===== config.mk =====
export PLATFORM = sky130hd
export DESIGN_NAME = dmx_refill_ctrl
export DESIGN_NICKNAME = d
export VERILOG_FILES = /design/src/rtl/dmx_refill_pkg.sv /design/src/rtl/dmx_wb_beat.sv /design/src/rtl/dmx_chan_counter.sv /design/src/rtl/dmx_gap_timer.sv /design/src/rtl/dmx_refill_ctrl.sv
export SDC_FILE = /design/constraint.sdc
export NUM_CORES = 1
export LEC_CHECK = 0
export BUFFER_PORTS_ARGS = -buffer_cell sky130_fd_sc_hd__buf_4
export CORE_MARGIN = 1
export CORE_UTILIZATION = 50
export CTS_CLUSTER_SIZE = 30
export DETAILED_ROUTE_END_ITERATION = 6
export PLACE_DENSITY_LB_ADDON = 0.08
export REMOVE_ABC_BUFFERS = 1
export SLEW_MARGIN = 0
export SYNTH_ARGS = -nofsm -noshare
export SYNTH_HDL_FRONTEND = slang
export SYNTH_SLANG_ARGS = --single-unit

===== constraint.sdc =====
create_clock -name clk -period 2 [get_ports clk]
set_input_delay 0.4 -clock clk [delete_from_list [all_inputs] [get_ports clk]]
set_output_delay 0.4 -clock clk [all_outputs]
set_load 0.005 [all_outputs]

===== src/rtl/dmx_refill_pkg.sv =====
package dmx_refill_pkg;

   typedef enum logic [1:0] {
      ST_INIT    = 2'd0,
      ST_DMXWAIT = 2'd1,
      ST_SPIREAD = 2'd2,
      ST_IPDWAIT = 2'd3
   } seq_state_t;

   typedef enum logic [1:0] {
      PH_UP_REQ  = 2'd0,
      PH_UP_WAIT = 2'd1,
      PH_TX_REQ  = 2'd2,
      PH_TX_WAIT = 2'd3
   } seq_phase_t;

   localparam int unsigned BYTE_W = 8;

endpackage


===== src/rtl/dmx_wb_beat.sv =====
module dmx_wb_beat #(
   parameter int unsigned ADDR_W     = 16,
   parameter int unsigned DATA_W     = 8,
   parameter bit          CLEAR_IDLE = 1'b0
) (
   input  logic              clk,
   input  logic              rst,
   input  logic              start,
   input  logic              req_we,
   input  logic [ADDR_W-1:0] req_adr,
   input  logic [DATA_W-1:0] req_dat,
   output logic              cyc_o,
   output logic              stb_o,
   output logic              we_o,
   output logic [ADDR_W-1:0] adr_o,
   output logic [DATA_W-1:0] dat_o,
   input  logic              ack_i,
   output logic              done_o
);

   logic finish;
   assign finish = cyc_o & ack_i;

   always_ff @(posedge clk) begin
      if (rst) begin
         cyc_o <= 1'b0;
      end else if (!cyc_o && start) begin
         cyc_o <= 1'b1;
      end else if (finish) begin
         cyc_o <= 1'b0;
      end
   end

   generate
      if (CLEAR_IDLE) begin : g_clear
         always_ff @(posedge clk) begin
            if (rst || finish) begin
               we_o  <= 1'b0;
               adr_o <= '0;
               dat_o <= '0;
            end else if (!cyc_o && start) begin
               we_o  <= req_we;
               adr_o <= req_adr;
               dat_o <= req_dat;
            end
         end
      end else begin : g_hold
         always_ff @(posedge clk) begin
            if (rst) begin
               we_o  <= 1'b0;
               adr_o <= '0;
               dat_o <= '0;
            end else if (!cyc_o && start) begin
               we_o  <= req_we;
               adr_o <= req_adr;
               dat_o <= req_dat;
            end
         end
      end
   endgenerate

   assign stb_o  = cyc_o;
   assign done_o = finish;

endmodule


===== src/rtl/dmx_chan_counter.sv =====
module dmx_chan_counter #(
   parameter int unsigned CHAN_COUNT = 512,
   localparam int unsigned CNT_W     = $clog2(CHAN_COUNT),
   localparam int unsigned LAST      = CHAN_COUNT - 1
) (
   input  logic             clk,
   input  logic             rst,
   input  logic             clear,
   input  logic             inc,
   output logic [CNT_W-1:0] count,
   output logic             at_last
);

   always_ff @(posedge clk) begin
      if (rst || clear) begin
         count <= '0;
      end else if (inc) begin
         count <= count + 1'b1;
      end
   end

   generate
      if ((CHAN_COUNT & (CHAN_COUNT - 1)) == 0) begin : g_pow2
         assign at_last = &count;
      end else begin : g_cmp
         assign at_last = (count == CNT_W'(LAST));
      end
   endgenerate

endmodule


===== src/rtl/dmx_gap_timer.sv =====
module dmx_gap_timer #(
   parameter int unsigned GAP_CYCLES = 1000,
   localparam int unsigned GAP_W     = $clog2(GAP_CYCLES + 1)
) (
   input  logic clk,
   input  logic rst,
   input  logic load,
   input  logic tick,
   output logic last
);

   generate
      if (GAP_CYCLES == 1) begin : g_single
         assign last = 1'b1;
      end else begin : g_count
         logic [GAP_W-1:0] remain;
         always_ff @(posedge clk) begin
            if (rst) begin
               remain <= '0;
            end else if (load) begin
               remain <= GAP_W'(GAP_CYCLES);
            end else if (tick && remain != '0) begin
               remain <= remain - 1'b1;
            end
         end
         assign last = (remain == GAP_W'(1));
      end
   endgenerate

endmodule


===== src/rtl/dmx_refill_ctrl.sv =====
module dmx_refill_ctrl
   import dmx_refill_pkg::*;
#(
   parameter int unsigned ADDR_W     = 16,
   parameter int unsigned CHAN_COUNT = 512,
   parameter int unsigned GAP_CYCLES = 1000,
   parameter logic [7:0]  CMD_READ   = 8'h03,
   localparam int unsigned CNT_W     = $clog2(CHAN_COUNT)
) (
   input  logic              clk,
   input  logic              rst,
   output logic              up_cyc,
   output logic              up_stb,
   output logic              up_we,
   output logic [ADDR_W-1:0] up_adr,
   output logic [7:0]        up_dat_o,
   input  logic [7:0]        up_dat_i,
   input  logic              up_ack,
   output logic              tx_enable,
   input  logic              tx_ready,
   output logic              tx_cyc,
   output logic              tx_stb,
   output logic              tx_we,
   output logic [CNT_W-1:0]  tx_adr,
   output logic [7:0]        tx_dat,
   input  logic              tx_ack
);

   generate
      if (CHAN_COUNT < 2) begin : g_bad_chan
         $error("CHAN_COUNT must be at least 2");
      end
      if (GAP_CYCLES < 1) begin : g_bad_gap
         $error("GAP_CYCLES must be at least 1");
      end
      if (ADDR_W < CNT_W) begin : g_bad_addr
         $error("ADDR_W must hold a channel index");
      end
   endgenerate

   seq_state_t        state;
   seq_phase_t        phase;
   logic [BYTE_W-1:0] held_byte;
   logic [CNT_W-1:0]  chan;
   logic              chan_last;
   logic              gap_last;
   logic              up_start, up_done, up_req_we;
   logic [ADDR_W-1:0] up_req_adr;
   logic              tx_start, tx_done;
   logic              cnt_clear, cnt_inc, gap_load, gap_tick;

   always_comb begin
      up_start   = (state == ST_INIT || state == ST_SPIREAD) && phase == PH_UP_REQ;
      up_req_we  = (state == ST_INIT);
      up_req_adr = (state == ST_INIT) ? '0 : ADDR_W'(chan);
      tx_start   = (state == ST_SPIREAD) && phase == PH_TX_REQ;
      cnt_clear  = (state == ST_INIT);
      cnt_inc    = (state == ST_SPIREAD) && phase == PH_TX_WAIT && tx_done;
      gap_load   = cnt_inc && chan_last;
      gap_tick   = (state == ST_IPDWAIT);
   end

   always_ff @(posedge clk) begin
      if (rst) begin
         state     <= ST_INIT;
         phase     <= PH_UP_REQ;
         tx_enable <= 1'b0;
         held_byte <= '0;
      end else begin
         unique case (state)
            ST_INIT: begin
               if (phase == PH_UP_REQ) begin
                  phase <= PH_UP_WAIT;
               end else if (up_done) begin
                  tx_enable <= 1'b1;
                  state     <= ST_DMXWAIT;
                  phase     <= PH_UP_REQ;
               end
            end
            ST_DMXWAIT: begin
               if (tx_ready) begin
                  state <= ST_SPIREAD;
                  phase <= PH_UP_REQ;
               end
            end
            ST_SPIREAD: begin
               unique case (phase)
                  PH_UP_REQ:  phase <= PH_UP_WAIT;
                  PH_UP_WAIT: if (up_done) begin
                                 held_byte <= up_dat_i;
                                 phase     <= PH_TX_REQ;
                              end
                  PH_TX_REQ:  phase <= PH_TX_WAIT;
                  PH_TX_WAIT: if (tx_done) begin
                                 phase <= PH_UP_REQ;
                                 state <= chan_last ? ST_IPDWAIT : ST_DMXWAIT;
                              end
               endcase
            end
            ST_IPDWAIT: begin
               if (gap_last) begin
                  state <= ST_INIT;
                  phase <= PH_UP_REQ;
               end
            end
         endcase
      end
   end

   dmx_wb_beat #(.ADDR_W(ADDR_W), .DATA_W(BYTE_W), .CLEAR_IDLE(1'b0)) i_up_beat (
      .clk(clk), .rst(rst), .start(up_start), .req_we(up_req_we),
      .req_adr(up_req_adr), .req_dat(CMD_READ),
      .cyc_o(up_cyc), .stb_o(up_stb), .we_o(up_we), .adr_o(up_adr),
      .dat_o(up_dat_o), .ack_i(up_ack), .done_o(up_done)
   );

   dmx_wb_beat #(.ADDR_W(CNT_W), .DATA_W(BYTE_W), .CLEAR_IDLE(1'b1)) i_tx_beat (
      .clk(clk), .rst(rst), .start(tx_start), .req_we(1'b1),
      .req_adr(chan), .req_dat(held_byte),
      .cyc_o(tx_cyc), .stb_o(tx_stb), .we_o(tx_we), .adr_o(tx_adr),
      .dat_o(tx_dat), .ack_i(tx_ack), .done_o(tx_done)
   );

   dmx_chan_counter #(.CHAN_COUNT(CHAN_COUNT)) i_chan (
      .clk(clk), .rst(rst), .clear(cnt_clear), .inc(cnt_inc),
      .count(chan), .at_last(chan_last)
   );

   dmx_gap_timer #(.GAP_CYCLES(GAP_CYCLES)) i_gap (
      .clk(clk), .rst(rst), .load(gap_load), .tick(gap_tick), .last(gap_last)
   );

endmodule


* Yosys cells after proc, flatten, opt, wreduce, memory -nomap -nowiden
Index checks and enable logic that the tools add are counted.
Word-level totals: bits of input ports 13, word-level logic and storage cells 83, output and inout port bits 48, register bits after elaboration 70
Cells by class: equality and inequality tests 16, multiplexer cells 22, reductions and logical operators 25, add/subtract/negate cells 2, bitwise operators 3
Operators with widths (number):
- $mux 2 | 12
- $pmux 2 s4 | 3
- $mux 10 | 2
- $eq 10x1->1 const B | 1
- $reduce_bool 10->1 | 1
- $sub 10x1->10 const B | 1
- $add 9x1->9 const B | 1
- $mux 9 | 1
- $reduce_and 9->1 | 1
- $eq 2x2->1 const B | 4
- $logic_and 1x1->1 | 8
- $ne 2x2->1 const B | 4
- $ne 3x2->1 const B | 2
- $reduce_and 3->1 | 2
- $reduce_and 6->1 | 1
- $reduce_bool 2->1 | 3
- $reduce_and 5->1 | 1
- $eq 2x1->1 const B | 2
- $logic_not 2->1 | 2
- $mux 1 | 4
- $ne 2x1->1 const B | 2
- $logic_or 1x1->1 | 3
- $ne 3x3->1 const B | 1
- $and 1x1->1 | 2
- 3 further kinds | 4

* Longest topological paths before layout
Gate-level depths: netlist (run 1).
depth after elaboration 5, gate-level depth with buffers 7, gate-level depth less buffers 7

* Modules after synthesis
From an unflattened synthesis (run 1), not the netlist that was laid out.
Unflattened totals: cell total of the unflattened synthesis 423, area total of the unflattened synthesis 4048.9 µm²
By module, submodules not included:
- dmx_wb_beat at i_up_beat | instances 1, area each 1251.2 µm², sequential area each 520.5 µm², cells each 117
- dmx_wb_beat at i_tx_beat | instances 1, area each 992.2 µm², sequential area each 380.4 µm², cells each 95
- dmx_refill_ctrl | instances 1, area each 755.7 µm², sequential area each 260.2 µm², cells each 94
- dmx_gap_timer | instances 1, area each 649.4 µm², sequential area each 200.2 µm², cells each 73
- dmx_chan_counter | instances 1, area each 400.4 µm², sequential area each 180.2 µm², cells each 44

* Least setup slack after synthesis (run 1)
No wires, ideal clock.
path type register to register, start register i_gap.g_count.remain[0], end register i_gap.g_count.remain[6], path slack 0.259 ns, period minus slack after synthesis 1.741 ns, data arrival time 1.602 ns, data required time 1.861 ns, cell stages (with the launch flop) 7, buffers on the path 0, library setup time 0.139 ns, cells stage by stage dfxtp_1 > inv_1 > ha_1 > nor3b_1 > a211oi_1 > a221oi_1 > a311oi_1
Between the ends: cells in the longest elaborated chain, start to end 3, elaborated cells on any way between the ends 6, classes of those cells 1 x add/sub; 2 x mux; 3 x reduce/logical
RTL lines:
- from (decl) | line dmx_gap_timer.sv:16 | logic [GAP_W-1:0] remain;
- from (signal assigned) | line dmx_gap_timer.sv:21 | remain <= GAP_W'(GAP_CYCLES);
- from (signal assigned) | line dmx_gap_timer.sv:23 | remain <= remain - 1'b1;
- $sub 10x1->10 or $reduce_bool 10->1 (tied branches) | line dmx_gap_timer.sv:23, dmx_gap_timer.sv:22
- $mux 10 or $logic_and 1x1->1 (tied branches) | line dmx_gap_timer.sv:22 | end else if (tick && remain != '0) begin
- $mux 10 or $reduce_bool 2->1 (tied branches)
Several ways; a longest one is shown, not always the timed one. The select of a mux whose other input is x is not followed. A chain may end at the register's enable or synchronous reset.

* Worst setup path in the final report (run 1)
start register state[0], end register i_gap.g_count.remain[5]
Between the ends: cells in the longest elaborated chain, start to end 5, elaborated cells on any way between the ends 8, classes of those cells 2 x eq/ne; 1 x mux; 5 x reduce/logical
RTL lines:
- from (decl) | line dmx_refill_ctrl.sv:41 | seq_state_t state;
- from (signal assigned) | line dmx_refill_ctrl.sv:96 | state <= chan_last ? ST_IPDWAIT : ST_DMXWAIT;
- $eq 2x2->1 | line dmx_refill_ctrl.sv:58 | cnt_inc = (state == ST_SPIREAD) && phase == PH_TX_WAIT && tx_done;
- $logic_and 1x1->1 (2 in series) | line dmx_refill_ctrl.sv:58
- $logic_and 1x1->1 | line dmx_refill_ctrl.sv:59 | gap_load = cnt_inc && chan_last;
- $mux 10 or $reduce_bool 2->1 (tied branches)
Several ways; a longest one is shown, not always the timed one.

==> results of run 1 <==
==> flip-flops by register name, summed over array words and instances (netlist names) <==
register	count
held_byte	8
i_chan.count	9
i_gap.g_count.remain	10
i_tx_beat.adr_o	9
i_tx_beat.cyc_o	1
i_tx_beat.dat_o	8
i_tx_beat.we_o	1
i_up_beat.adr_o	9
i_up_beat.cyc_o	1
i_up_beat.dat_o	1
i_up_beat.we_o	1
phase	2
state	2
tx_enable	1
==> layout make-up <==
class / instances / area, sq um / share of cell area
flip-flops and latches: 63 / 1260 / 0.365
clock buffers: 11 / 141 / 0.0410
repair buffers: 61 / 458 / 0.133
well taps: 72 / 90.1 / 0.0261
clock inverters: 4 / 70.1 / 0.0203
multi-input cells: 242 / 1400 / 0.406
inverters: 8 / 30.0 / 0.00870
==> kinds of logic (layout without fill, tap and decap cells) <==
kind of cell / count (synthesis) / count (layout)
and+or+nand+nor: 138 / 138
other: 1 / 13
muxes: 10 / 10
DFF: 63 / 63
adders and majority gates: 9 / 9
buffers and inverters: 40 / 84
AOI/OAI and AO/OA: 63 / 63
xor gates and xnor gates: 9 / 9
==> cells in the mapped netlist, types with 2 or more instances <==
| cell | count |
|---|---|
| sky130_fd_sc_hd__o21ai_0 | 7 |
| sky130_fd_sc_hd__nand3_1 | 5 |
| sky130_fd_sc_hd__a311oi_1 | 2 |
| sky130_fd_sc_hd__buf_2 | 5 |
| sky130_fd_sc_hd__xor2_1 | 4 |
| sky130_fd_sc_hd__or3_1 | 3 |
| sky130_fd_sc_hd__nand2_1 | 50 |
| sky130_fd_sc_hd__a41oi_1 | 2 |
| sky130_fd_sc_hd__ha_1 | 9 |
| sky130_fd_sc_hd__inv_1 | 8 |
| sky130_fd_sc_hd__mux2i_1 | 10 |
| sky130_fd_sc_hd__and3_1 | 2 |
| sky130_fd_sc_hd__and2_1 | 2 |
| sky130_fd_sc_hd__nor3_1 | 3 |
| sky130_fd_sc_hd__nand4_1 | 5 |
| sky130_fd_sc_hd__xnor2_1 | 5 |
| sky130_fd_sc_hd__nand2b_1 | 2 |
| sky130_fd_sc_hd__a21boi_0 | 3 |
| sky130_fd_sc_hd__nor2_1 | 45 |
| sky130_fd_sc_hd__dfxtp_1 | 63 |
| sky130_fd_sc_hd__a211oi_1 | 4 |
| sky130_fd_sc_hd__clkbuf_1 | 7 |
| sky130_fd_sc_hd__or4_1 | 3 |
| sky130_fd_sc_hd__a31oi_1 | 3 |
| sky130_fd_sc_hd__buf_4 | 19 |
| sky130_fd_sc_hd__nand4bb_1 | 2 |
| sky130_fd_sc_hd__a21oi_1 | 35 |
| sky130_fd_sc_hd__a21o_1 | 2 |
==> critical path, delay by kind of cell, from the launching register on <==
kind / cells / cell delay, ns
flops: 1 / 0.57
simple gates: 2 / 0.63
compound gates: 2 / 0.51
==> where the power goes <==
group	switching (W)	internal [W]	leakage, nW	total [W]
logic	0.000164	0.000166	0.831	0.000330
registers	0.0000367	0.00131	0.510	0.00135
clock network	0.000469	0.000725	0.109	0.00119
total	0.000669	0.00220	1.45	0.00287
==> final timing paths <==
path                                  start                                   end  slack [ns]  cells past startpoint
setup / recovery      state[0]$_SDFFE_PP0P_  i_gap.g_count.remain[5]$_SDFFE_PP0P_        0.22                      4
hold / removal                  up_dat_i[6]             held_byte[6]$_SDFFE_PP0P_        0.29                      3
setup reg to reg      state[0]$_SDFFE_PP0P_  i_gap.g_count.remain[5]$_SDFFE_PP0P_        0.22                      4
hold reg to reg   held_byte[3]$_SDFFE_PP0P_       i_tx_beat.dat_o[3]$_SDFFE_PP0P_        0.45                      2
==> stage by stage <==
step,power [W],hold WS [ns]
floorplan,0.00153,0.432
global placement,0.00171,0.439
detailed placement,0.00171,0.445
CTS,0.00291,0.278
global route,0.00301,0.302
finish,0.00287,0.290
==> layer usage <==
layer | up-vias | share of wire
met5 | - | 0
met4 | 0 | 0.023
met3 | 13 | 0.029
met2 | 36 | 0.47
met1 | 1082 | 0.48
li1 | 1211 | -
==> load_flow_metrics.sql, run 1 <==
INSERT INTO impl_metrics (metric_group, metric, value, unit) VALUES
('sta', 'max_slew.worst_pin.slew', '0.641', 'ns'),
('logic_synthesis', 'synth_mux_area_frac', '0.0353', ''),
('global_route', 'antenna_violations_before_repair', '0', ''),
('sta', 'slew-limit-headroom', '0.573', ''),
('global_route', 'grt_pass1_wl', '9630', 'um'),
('clock_network', 'post_cts_resize_count', '0', ''),
('clock_network', 'cts_root_buf', 'sky130_fd_sc_hd__clkbuf_8', ''),
('clock_network', 'cts.reportedPaths.clkPinSlew', '0.07', 'ns'),
('sta', 'setup_repair_after_global_routing_missed_its_margin', 'false', ''),
('floorplan', 'dieWidth', '77.4', 'um'),
('floorplan', 'initial_core_utilization', '0.519', ''),
('logic_synthesis', 'netlist_area', '2840', 'sq um'),
('clock_network', 'h-tree-depth', '3', ''),
('worst_setup_path', 'critical_path_required_time', '2.26', 'ns'),
('logic_synthesis', 'synthArstFlopShare', '0', ''),
('global_route', 'met3_usage', '0.0400', ''),
('clock_network', 'post_cts.repair.setup_buffers', '0', ''),
('sta', 'maxSlewViolCount', '0', ''),
('global_route', 'first_global_vias', '2133', ''),
('logic_synthesis', 'synth_simple_gate_area_share', '0.237', ''),
('route', 'detail_route.first_pass.iterations', '4', ''),
('power_and_ir_drop', 'power.ir.vdd_worst', '442', 'uV'),
('logic_synthesis', 'synth.yosys.seq_area_share', '0.444', ''),
('route', 'post_drt_via_cell_ratio', '5.08', ''),
('global_route', 'groute.layer.met1.usage', '0.255', ''),
('global_route', 'global_route.usage.total', '0.207', ''),
('worst_setup_path', 'critPathSlowestCell', 'sky130_fd_sc_hd__dfxtp_1', ''),
('clock_network', 'tritoncts.num_buffers', '9', ''),
('placed_design', 'io_buffer_count', '47', ''),
('logic_synthesis', 'yosys_most_used_dff', 'sky130_fd_sc_hd__dfxtp_1', ''),
('route', 'post_route_ant_nets', '0', ''),
('finish', 'finalNetCount', '407', ''),
('sta', 'fin_crit', '1.78', 'ns'),
('global_route', 'globalRoute.totalOverflow', '0', ''),
('placed_design', 'placed_area', '3230', 'sq um'),
('power_and_ir_drop', 'cellLeakagePower', '1.45', 'nW'),
('logic_synthesis', 'postSynthRegisterBits', '63', ''),
('placed_design', 'dp_hpwl', '4070', 'um'),
('sta', 'layout_setup_ws', '0.218', 'ns'),
('clock_network', 'cts_sink_cnt', '63', ''),
('worst_hold_path', 'hold_class', 'in2reg', ''),
('finish', 'stdcell_count', '461', ''),
('floorplan', 'die_h', '77.4', 'um'),
('clock_network', 'clkLatencyLatePin', '0.34', 'ns'),
('route', 'wl_per_cell', '12.6', 'um'),
('sta', 'setup_tns_final', '0', 'ns'),
('clock_network', 'max-clock-path-buffers', '2', ''),
('finish', 'post_route_cells_drive_above_1_share', '0.213', ''),
('floorplan', 'floorplan.die_area', '5980', 'sq um'),
('route', 'routed_wl', '5790', 'um'),
('job', 'drv.max_cap_violation_count', '0', ''),
('logic_synthesis', 'synth_area_per_cell', '8.53', 'sq um'),
('worst_setup_path', 'critPathMaxStageDelay', '0.57', 'ns'),
('worst_setup_path', 'worstPathMaxFanout', '13', ''),
('finish', 'mostFrequentLayoutCell', 'sky130_fd_sc_hd__dfxtp_1', ''),
('logic_synthesis', 'yosys.area_share.xor_xnor', '0.0278', ''),
('clock_network', 'cts_tree', 'done', ''),
('finish', 'design_area', '3450', 'sq um'),
('logic_synthesis', 'yosys_warnings', '0', ''),
('finish', 'layout_filler_cell_count', '501', ''),
('worst_setup_path', 'setup.worst_path.start_class', 'flip-flop', ''),
('clock_network', 'cts_hold_buffers', '0', ''),
('run_status', 'run_status', 'completed', ''),
('logic_synthesis', 'yosys.cell_types.count', '51', ''),
('finish', 'final_util', '0.631', ''),
('sta', 'final-setup-viol-count', '0', ''),
('logic_synthesis', 'post-synth-top-area-cell', 'sky130_fd_sc_hd__dfxtp_1', ''),
('placed_design', 'placed_instances', '446', ''),
('finish', 'n_antenna_cell', '0', ''),
('sta', 'fmax', '561', 'MHz'),
('worst_setup_path', 'cp_cell_sequence', 'nand4bb_1, a211o_1, or3_1, a31oi_1', '');
(Power assumes the default switching activity.)
==> run 2, diff against run 1 <==
RECOVER_POWER = 50   (was unset)
==> run 2 against run 1 <==
Register-to-register slack hardly changed. First-iteration DRC count up 20%. Non-clock buffer count stayed put. Critical path depth unchanged. Via count is 0.47% higher. Utilization is 0.53 points lower. Die area is the same. Clock skew is essentially flat. Sequential power barely moved. Cell count stayed put. Wire length fell by 0.54%.
==> load_flow_metrics.sql, run 2 (synthesis gave the netlist of run 1 again) <==
INSERT INTO impl_metrics (metric_group, metric, value, unit) VALUES
('worst_setup_path', 'critPathMaxStageDelay', '0.54', 'ns'),
('sta', 'fin_crit', '1.79', 'ns'),
('finish', 'n_antenna_cell', '0', ''),
('sta', 'maxSlewViolCount', '0', ''),
('clock_network', 'cts_hold_buffers', '0', ''),
('global_route', 'globalRoute.totalOverflow', '0', ''),
('finish', 'largest_register_ffs', '10', ''),
('power_and_ir_drop', 'power.ir.vdd_worst', '439', 'uV'),
('sta', 'setup_tns_final', '0', 'ns'),
('floorplan', 'dieWidth', '77.4', 'um'),
('sta', 'max_slew.worst_pin.slew', '0.659', 'ns'),
('finish', 'multi_input_area', '1390', 'sq um'),
('floorplan', 'initial_core_utilization', '0.519', ''),
('finish', 'sequential_cell_area', '1260', 'sq um'),
('power_and_ir_drop', 'p_sw_frac', '0.233', ''),
('finish', 'design_area', '3420', 'sq um'),
('placed_design', 'dp_hpwl', '4070', 'um'),
('finish', 'area_growth_syn_to_layout', '20.5', '%'),
('run_status', 'run_status', 'completed', ''),
('clock_network', 'tritoncts.num_buffers', '9', ''),
('job', 'drv.max_cap_violation_count', '0', ''),
('floorplan', 'design.portCount', '61', ''),
('global_route', 'global_route.usage.total', '0.207', ''),
('route', 'routed_wl', '5760', 'um'),
('finish', 'mostFrequentLayoutCell', 'sky130_fd_sc_hd__dfxtp_1', ''),
('worst_setup_path', 'critical_path_required_time', '2.23', 'ns'),
('floorplan', 'die_h', '77.4', 'um'),
('worst_setup_path', 'timing.setup.critical_path_class', 'reg2reg', ''),
('worst_setup_path', 'cp.buffers_inverters', '0', ''),
('global_route', 'grt_pass1_wl', '9630', 'um'),
('route', 'drc_errors', '0', ''),
('worst_setup_path', 'cp_cell_sequence', 'nor2b_1, nand4_1, mux2i_1, nor2_1', ''),
('global_route', 'antenna_violations_before_repair', '0', ''),
('clock_network', 'post_cts.repair.setup_buffers', '0', ''),
('worst_setup_path', 'setup.worst_path.start_class', 'flip-flop', ''),
('clock_network', 'cts_root_buf', 'sky130_fd_sc_hd__clkbuf_8', ''),
('sta', 'final-setup-viol-count', '0', ''),
('power_and_ir_drop', 'combinationalPowerShare', '0.110', ''),
('route', 'route.vias.total', '2353', ''),
('route', 'wl_per_cell', '12.5', 'um'),
('sta', 'setup_repair_after_global_routing_missed_its_margin', 'false', ''),
('route', 'post_drt_via_cell_ratio', '5.10', ''),
('power_and_ir_drop', 'power.share.sequential', '0.472', ''),
('power_and_ir_drop', 'power_frac_clock', '0.418', ''),
('worst_setup_path', 'arrival', '2.02', 'ns'),
('finish', 'most-common-layout-cells', 'sky130_fd_sc_hd__dfxtp_1 (63), sky130_fd_sc_hd__nand2_1 (50), sky130_fd_sc_hd__nor2_1 (45), sky130_fd_sc_hd__a21oi_1 (35), sky130_fd_sc_hd__clkbuf_4 (31)', ''),
('finish', 'post_route_cells_drive_above_1_share', '0.195', ''),
('placed_design', 'placed_area', '3230', 'sq um'),
('worst_setup_path', 'cpLargestDelayFamily', 'simple AND/OR/NAND/NOR gates', ''),
('clock_network', 'max-clock-path-buffers', '2', ''),
('finish', 'finalNetCount', '407', ''),
('clock_network', 'post_cts_resize_count', '0', ''),
('power_and_ir_drop', 'power_report.internal_total', '0.00219', 'W'),
('sta', 'fin_skew', '0.00438', 'ns'),
('sta', 'slew-limit-headroom', '0.561', ''),
('global_route', 'grt_start_max_net_pins', '23', ''),
('worst_setup_path', 'critical_path.endpoint_type', 'flip-flop', ''),
('sta', 'post-route-period-util', '0.897', ''),
('sta', 'fmax', '557', 'MHz'),
('global_route', 'first_global_vias', '2133', ''),
('clock_network', 'cts.reportedPaths.clkPinSlew', '0.07', 'ns'),
('power_and_ir_drop', 'pwr_density_cell', '834', 'nW/um^2'),
('route', 'detail_route.iter0.violations', '95', ''),
('power_and_ir_drop', 'p_sw', '0.000666', 'W'),
('worst_hold_path', 'hold_class', 'in2reg', ''),
('clock_network', 'cts_sink_cnt', '63', ''),
('power_and_ir_drop', 'cellLeakagePower', '1.40', 'nW'),
('finish', 'layout_filler_cell_count', '503', ''),
('route', 'post_route_ant_nets', '0', ''),
('worst_setup_path', 'worstPathMaxFanout', '13', ''),
('clock_network', 'cts_tree', 'done', ''),
('placed_design', 'place_congestion', '0.804', ''),
('worst_setup_path', 'critPathSlowestCell', 'sky130_fd_sc_hd__nand4_1', ''),
('floorplan', 'floorplan.die_area', '5980', 'sq um'),
('placed_design', 'io_buffer_count', '47', ''),
('floorplan', 'placeableCoreArea', '5470', 'sq um'),
('sta', 'finalHoldViolCount', '0', ''),
('route', 'detail_route.first_pass.iterations', '5', ''),
('clock_network', 'clkLatencyLatePin', '0.34', 'ns'),
('finish', 'regMostFlops', 'i_gap.g_count.remain', ''),
('worst_setup_path', 'r2r_setup_slack', '0.21', 'ns'),
('floorplan', 'placementRows', '27', ''),
('clock_network', 'h-tree-depth', '3', '');
## run 2: area by class of cell
cell class | count | area share
multi-input cells | 242 | 0.407
flip-flops and latches | 63 | 0.369
repair buffers | 61 | 0.127
clock buffers | 11 | 0.0413
well taps | 72 | 0.0263
clock inverters | 4 | 0.0205
inverters | 8 | 0.00878
## run 2: worst min-delay path: stages
cell and delay (ns):
sky130_fd_sc_hd__buf_4 0.07, sky130_fd_sc_hd__mux2i_1 0.05, sky130_fd_sc_hd__nor2_1 0.07
## run 2: metrics by stage
| stage | cells | worst slack, ns | util | power (W) | hold WS (ns) |
|---|---|---|---|---|---|
| CTS | 461 | 0.0672 | 0.630 | 0.00291 | 0.278 |
| floorplan | 313 | 0.108 | - | 0.00153 | 0.432 |
| global route | 461 | 0.0357 | 0.625 | 0.00299 | 0.302 |
| finish | 461 | 0.206 | 0.625 | 0.00285 | 0.289 |
| global placement | 446 | 0.164 | 0.591 | 0.00171 | 0.439 |
| detailed placement | 446 | 0.0732 | 0.591 | 0.00171 | 0.445 |
## run 2: power groups by stage
stage / clock network, W / registers, W / logic (W)
after floorplan: 0 / 0.00138 / 0.000145
after global placement: 0 / 0.00138 / 0.000331
after detailed placement: 0 / 0.00138 / 0.000331
after CTS: 0.00122 / 0.00135 / 0.000333
after global routing: 0.00128 / 0.00135 / 0.000356
final: 0.00119 / 0.00135 / 0.000315
## run 2: worst paths after layout
| path | startpoint | endpoint | cells after the start |
|---|---|---|---|
| setup / recovery | state[0]$_SDFFE_PP0P_ | held_byte[0]$_SDFFE_PP0P_ | 4 |
| hold / removal | up_dat_i[6] | held_byte[6]$_SDFFE_PP0P_ | 3 |
| hold reg to reg | held_byte[3]$_SDFFE_PP0P_ | i_tx_beat.dat_o[3]$_SDFFE_PP0P_ | 2 |
| setup reg to reg | state[0]$_SDFFE_PP0P_ | held_byte[0]$_SDFFE_PP0P_ | 4 |
## run 2: per-layer routing
metal / vias to the layer above / part of all wire / GRT usage
met1: 1085 / 0.48 / 0.255
li1: 1214 / - / -
met5: - / 0 / 0
met2: 43 / 0.47 / 0.339
met4: 0 / 0.019 / 0.113
met3: 11 / 0.033 / 0.0400
==> run 3, diff against run 2 <==
==> constraint.sdc (replaced) <==
create_clock -name clk -period 2 [get_ports clk]
set_input_delay 0.2 -clock clk [delete_from_list [all_inputs] [get_ports clk]]
set_output_delay 0.2 -clock clk [all_outputs]
set_load 0.005 [all_outputs]
==> run 3 against run 2 <==
Register-to-register slack got worse by 0.04 ns. Critical path depth rose by 1. Critical path type unchanged. First-iteration DRC count decreased by 9.5%. Global-route usage about the same.
==> load_flow_metrics.sql, run 3 (synthesis gave the netlist of run 1 again) <==
INSERT INTO impl_metrics (metric_group, metric, value, unit) VALUES
('clock_network', 'tritoncts.num_buffers', '9', ''),
('power_and_ir_drop', 'p_sw', '0.000701', 'W'),
('route', 'post_drt_via_cell_ratio', '5.10', ''),
('power_and_ir_drop', 'power.share.sequential', '0.503', ''),
('global_route', 'global_route.usage.total', '0.207', ''),
('route', 'detail_route.first_pass.iterations', '4', ''),
('sta', 'setup_tns_final', '0', 'ns'),
('worst_setup_path', 'arrival', '2.08', 'ns'),
('power_and_ir_drop', 'power_report.internal_total', '0.00197', 'W'),
('sta', 'maxSlewViolCount', '0', ''),
('job', 'drv.max_cap_violation_count', '0', ''),
('clock_network', 'cts.reportedPaths.clkPinSlew', '0.07', 'ns'),
('route', 'route.vias.total', '2347', ''),
('sta', 'fin_crit', '1.83', 'ns'),
('floorplan', 'floorplan.die_area', '5980', 'sq um'),
('route', 'wl_per_cell', '12.5', 'um'),
('route', 'routed_wl', '5730', 'um'),
('placed_design', 'dp_slack', '0.103', 'ns'),
('finish', 'post_route_cells_drive_above_1_share', '0.209', ''),
('clock_network', 'h-tree-depth', '3', ''),
('finish', 'mostFrequentLayoutCell', 'sky130_fd_sc_hd__dfxtp_1', ''),
('route', 'detail_route.iter0.violations', '86', ''),
('sta', 'max_slew.worst_pin.slew', '0.607', 'ns'),
('clock_network', 'cts_root_buf', 'sky130_fd_sc_hd__clkbuf_8', ''),
('worst_hold_path', 'hold_class', 'in2reg', ''),
('sta', 'slew-limit-headroom', '0.595', ''),
('route', 'post_route_ant_nets', '0', ''),
('worst_setup_path', 'cp_cell_sequence', 'nor2b_1, buf_4, and2_0, a221oi_1, a311oi_1', ''),
('worst_setup_path', 'cpLargestDelayFamily', 'simple AND/OR/NAND/NOR gates', ''),
('global_route', 'globalRoute.totalOverflow', '0', ''),
('worst_setup_path', 'cp.buffers_inverters', '1', ''),
('finish', 'finalNetCount', '405', ''),
('clock_network', 'post_cts.repair.setup_buffers', '0', ''),
('route', 'drc_errors', '0', ''),
('finish', 'area_growth_syn_to_layout', '19.7', '%'),
('sta', 'fmax', '546', 'MHz'),
('floorplan', 'placeableCoreArea', '5470', 'sq um'),
('worst_setup_path', 'critical_path_required_time', '2.24', 'ns'),
('finish', 'regMostFlops', 'i_gap.g_count.remain', ''),
('sta', 'finalHoldViolCount', '0', ''),
('floorplan', 'placementRows', '27', ''),
('floorplan', 'die_h', '77.4', 'um'),
('power_and_ir_drop', 'p_sw_frac', '0.262', ''),
('clock_network', 'cts_tree', 'done', ''),
('sta', 'post-route-period-util', '0.916', ''),
('clock_network', 'max-clock-path-buffers', '2', ''),
('worst_setup_path', 'setup.worst_path.start_class', 'flip-flop', ''),
('finish', 'final_util', '0.621', ''),
('floorplan', 'dieWidth', '77.4', 'um'),
('power_and_ir_drop', 'cellLeakagePower', '1.39', 'nW'),
('clock_network', 'cts_sink_cnt', '63', ''),
('finish', 'n_antenna_cell', '0', ''),
('worst_setup_path', 'worstPathMaxFanout', '13', ''),
('placed_design', 'io_buffer_count', '47', ''),
('clock_network', 'clkLatencyLatePin', '0.34', 'ns'),
('floorplan', 'initial_core_utilization', '0.519', ''),
('worst_setup_path', 'critPathSlowestCell', 'sky130_fd_sc_hd__dfxtp_1', ''),
('sta', 'layout_setup_ws', '0.169', 'ns'),
('power_and_ir_drop', 'power.ir.vdd_worst', '500', 'uV'),
('sta', 'setup_repair_after_global_routing_missed_its_margin', 'false', ''),
('floorplan', 'design.portCount', '61', ''),
('global_route', 'grt_pass1_wl', '9680', 'um'),
('sta', 'fin_skew', '0.00861', 'ns'),
('power_and_ir_drop', 'combinationalPowerShare', '0.118', ''),
('power_and_ir_drop', 'power_frac_clock', '0.378', ''),
('global_route', 'first_global_vias', '2135', ''),
('placed_design', 'place_congestion', '0.801', ''),
('run_status', 'run_status', 'completed', ''),
('worst_setup_path', 'critical_path.endpoint_type', 'flip-flop', ''),
('global_route', 'grt_start_max_net_pins', '30', ''),
('worst_setup_path', 'critPathMaxStageDelay', '0.45', 'ns'),
('finish', 'most-common-layout-cells', 'sky130_fd_sc_hd__dfxtp_1 (63), sky130_fd_sc_hd__nand2_1 (50), sky130_fd_sc_hd__nor2_1 (45), sky130_fd_sc_hd__a21oi_1 (35), sky130_fd_sc_hd__clkbuf_4 (33)', ''),
('placed_design', 'dp_hpwl', '3940', 'um'),
('power_and_ir_drop', 'pwr_density_cell', '787', 'nW/um^2'),
('finish', 'largest_register_ffs', '10', ''),
('worst_setup_path', 'timing.setup.critical_path_class', 'reg2reg', ''),
('sta', 'final-setup-viol-count', '0', ''),
('global_route', 'antenna_violations_before_repair', '0', '');
## run 3: metal layers
layer / up-vias / GRT usage / routed length (um)
met5: - / 0 / 0
met4: 0 / 0.113 / 106
met3: 10 / 0.0435 / 148
met2: 35 / 0.339 / 2710
met1: 1094 / 0.254 / 2770
li1: 1208 / - / -
## run 3: metrics by stage
step / instances / total power (W) / hold WS [ns] / area [sq um]
after floorplan: 313 / 0.00153 / 0.269 / 2690
after detailed placement: 444 / 0.00171 / 0.437 / 3220
after global routing: 460 / 0.00280 / 0.0874 / 3400
after CTS: 460 / 0.00272 / 0.0739 / 3400
after global placement: 444 / 0.00170 / 0.431 / 3220
final: 460 / 0.00267 / 0.0853 / 3400
## run 3: tightest hold or removal path, cell delays in order
cell and delay (ns):
sky130_fd_sc_hd__buf_4 0.07, sky130_fd_sc_hd__mux2i_1 0.05, sky130_fd_sc_hd__nor2_1 0.07
## run 3: layout make-up
cell class / instances / area, sq um
sequential: 63 / 1260
timing repair buffer: 59 / 432
multi-input combinational: 242 / 1400
tap: 72 / 90.1
inverter: 8 / 30.0
clock buffer: 11 / 151
fill: 498 / 2070
clock inverter: 5 / 32.5
## run 3: final timing paths
check | from | end | slack [ns] | cells past startpoint
hold / removal | up_dat_i[6] | held_byte[6]$_SDFFE_PP0P_ | 0.09 | 3
setup reg to reg | state[0]$_SDFFE_PP0P_ | i_gap.g_count.remain[6]$_SDFFE_PP0P_ | 0.17 | 5
setup / recovery | state[0]$_SDFFE_PP0P_ | i_gap.g_count.remain[6]$_SDFFE_PP0P_ | 0.17 | 5
hold reg to reg | held_byte[3]$_SDFFE_PP0P_ | i_tx_beat.dat_o[3]$_SDFFE_PP0P_ | 0.45 | 2
## run 3: what timing repair did
| action | CTS | global route |
|---|---|---|
| endpoints found under the setup margin | 0 | 2 |
| gates resized for setup | 0 | 2 |
| hold buffers | 0 | 0 |
## run 3: power groups by stage
stage	Sequential [W]	Clock, W	Combinational [W]
4_1_cts	0.00135	0.00104	0.000332
2_1_floorplan	0.00138	0	0.000145
6_report	0.00135	0.00101	0.000317
3_3_place_gp	0.00138	0	0.000328
3_5_place_dp	0.00138	0	0.000331
5_1_grt	0.00135	0.00109	0.000358
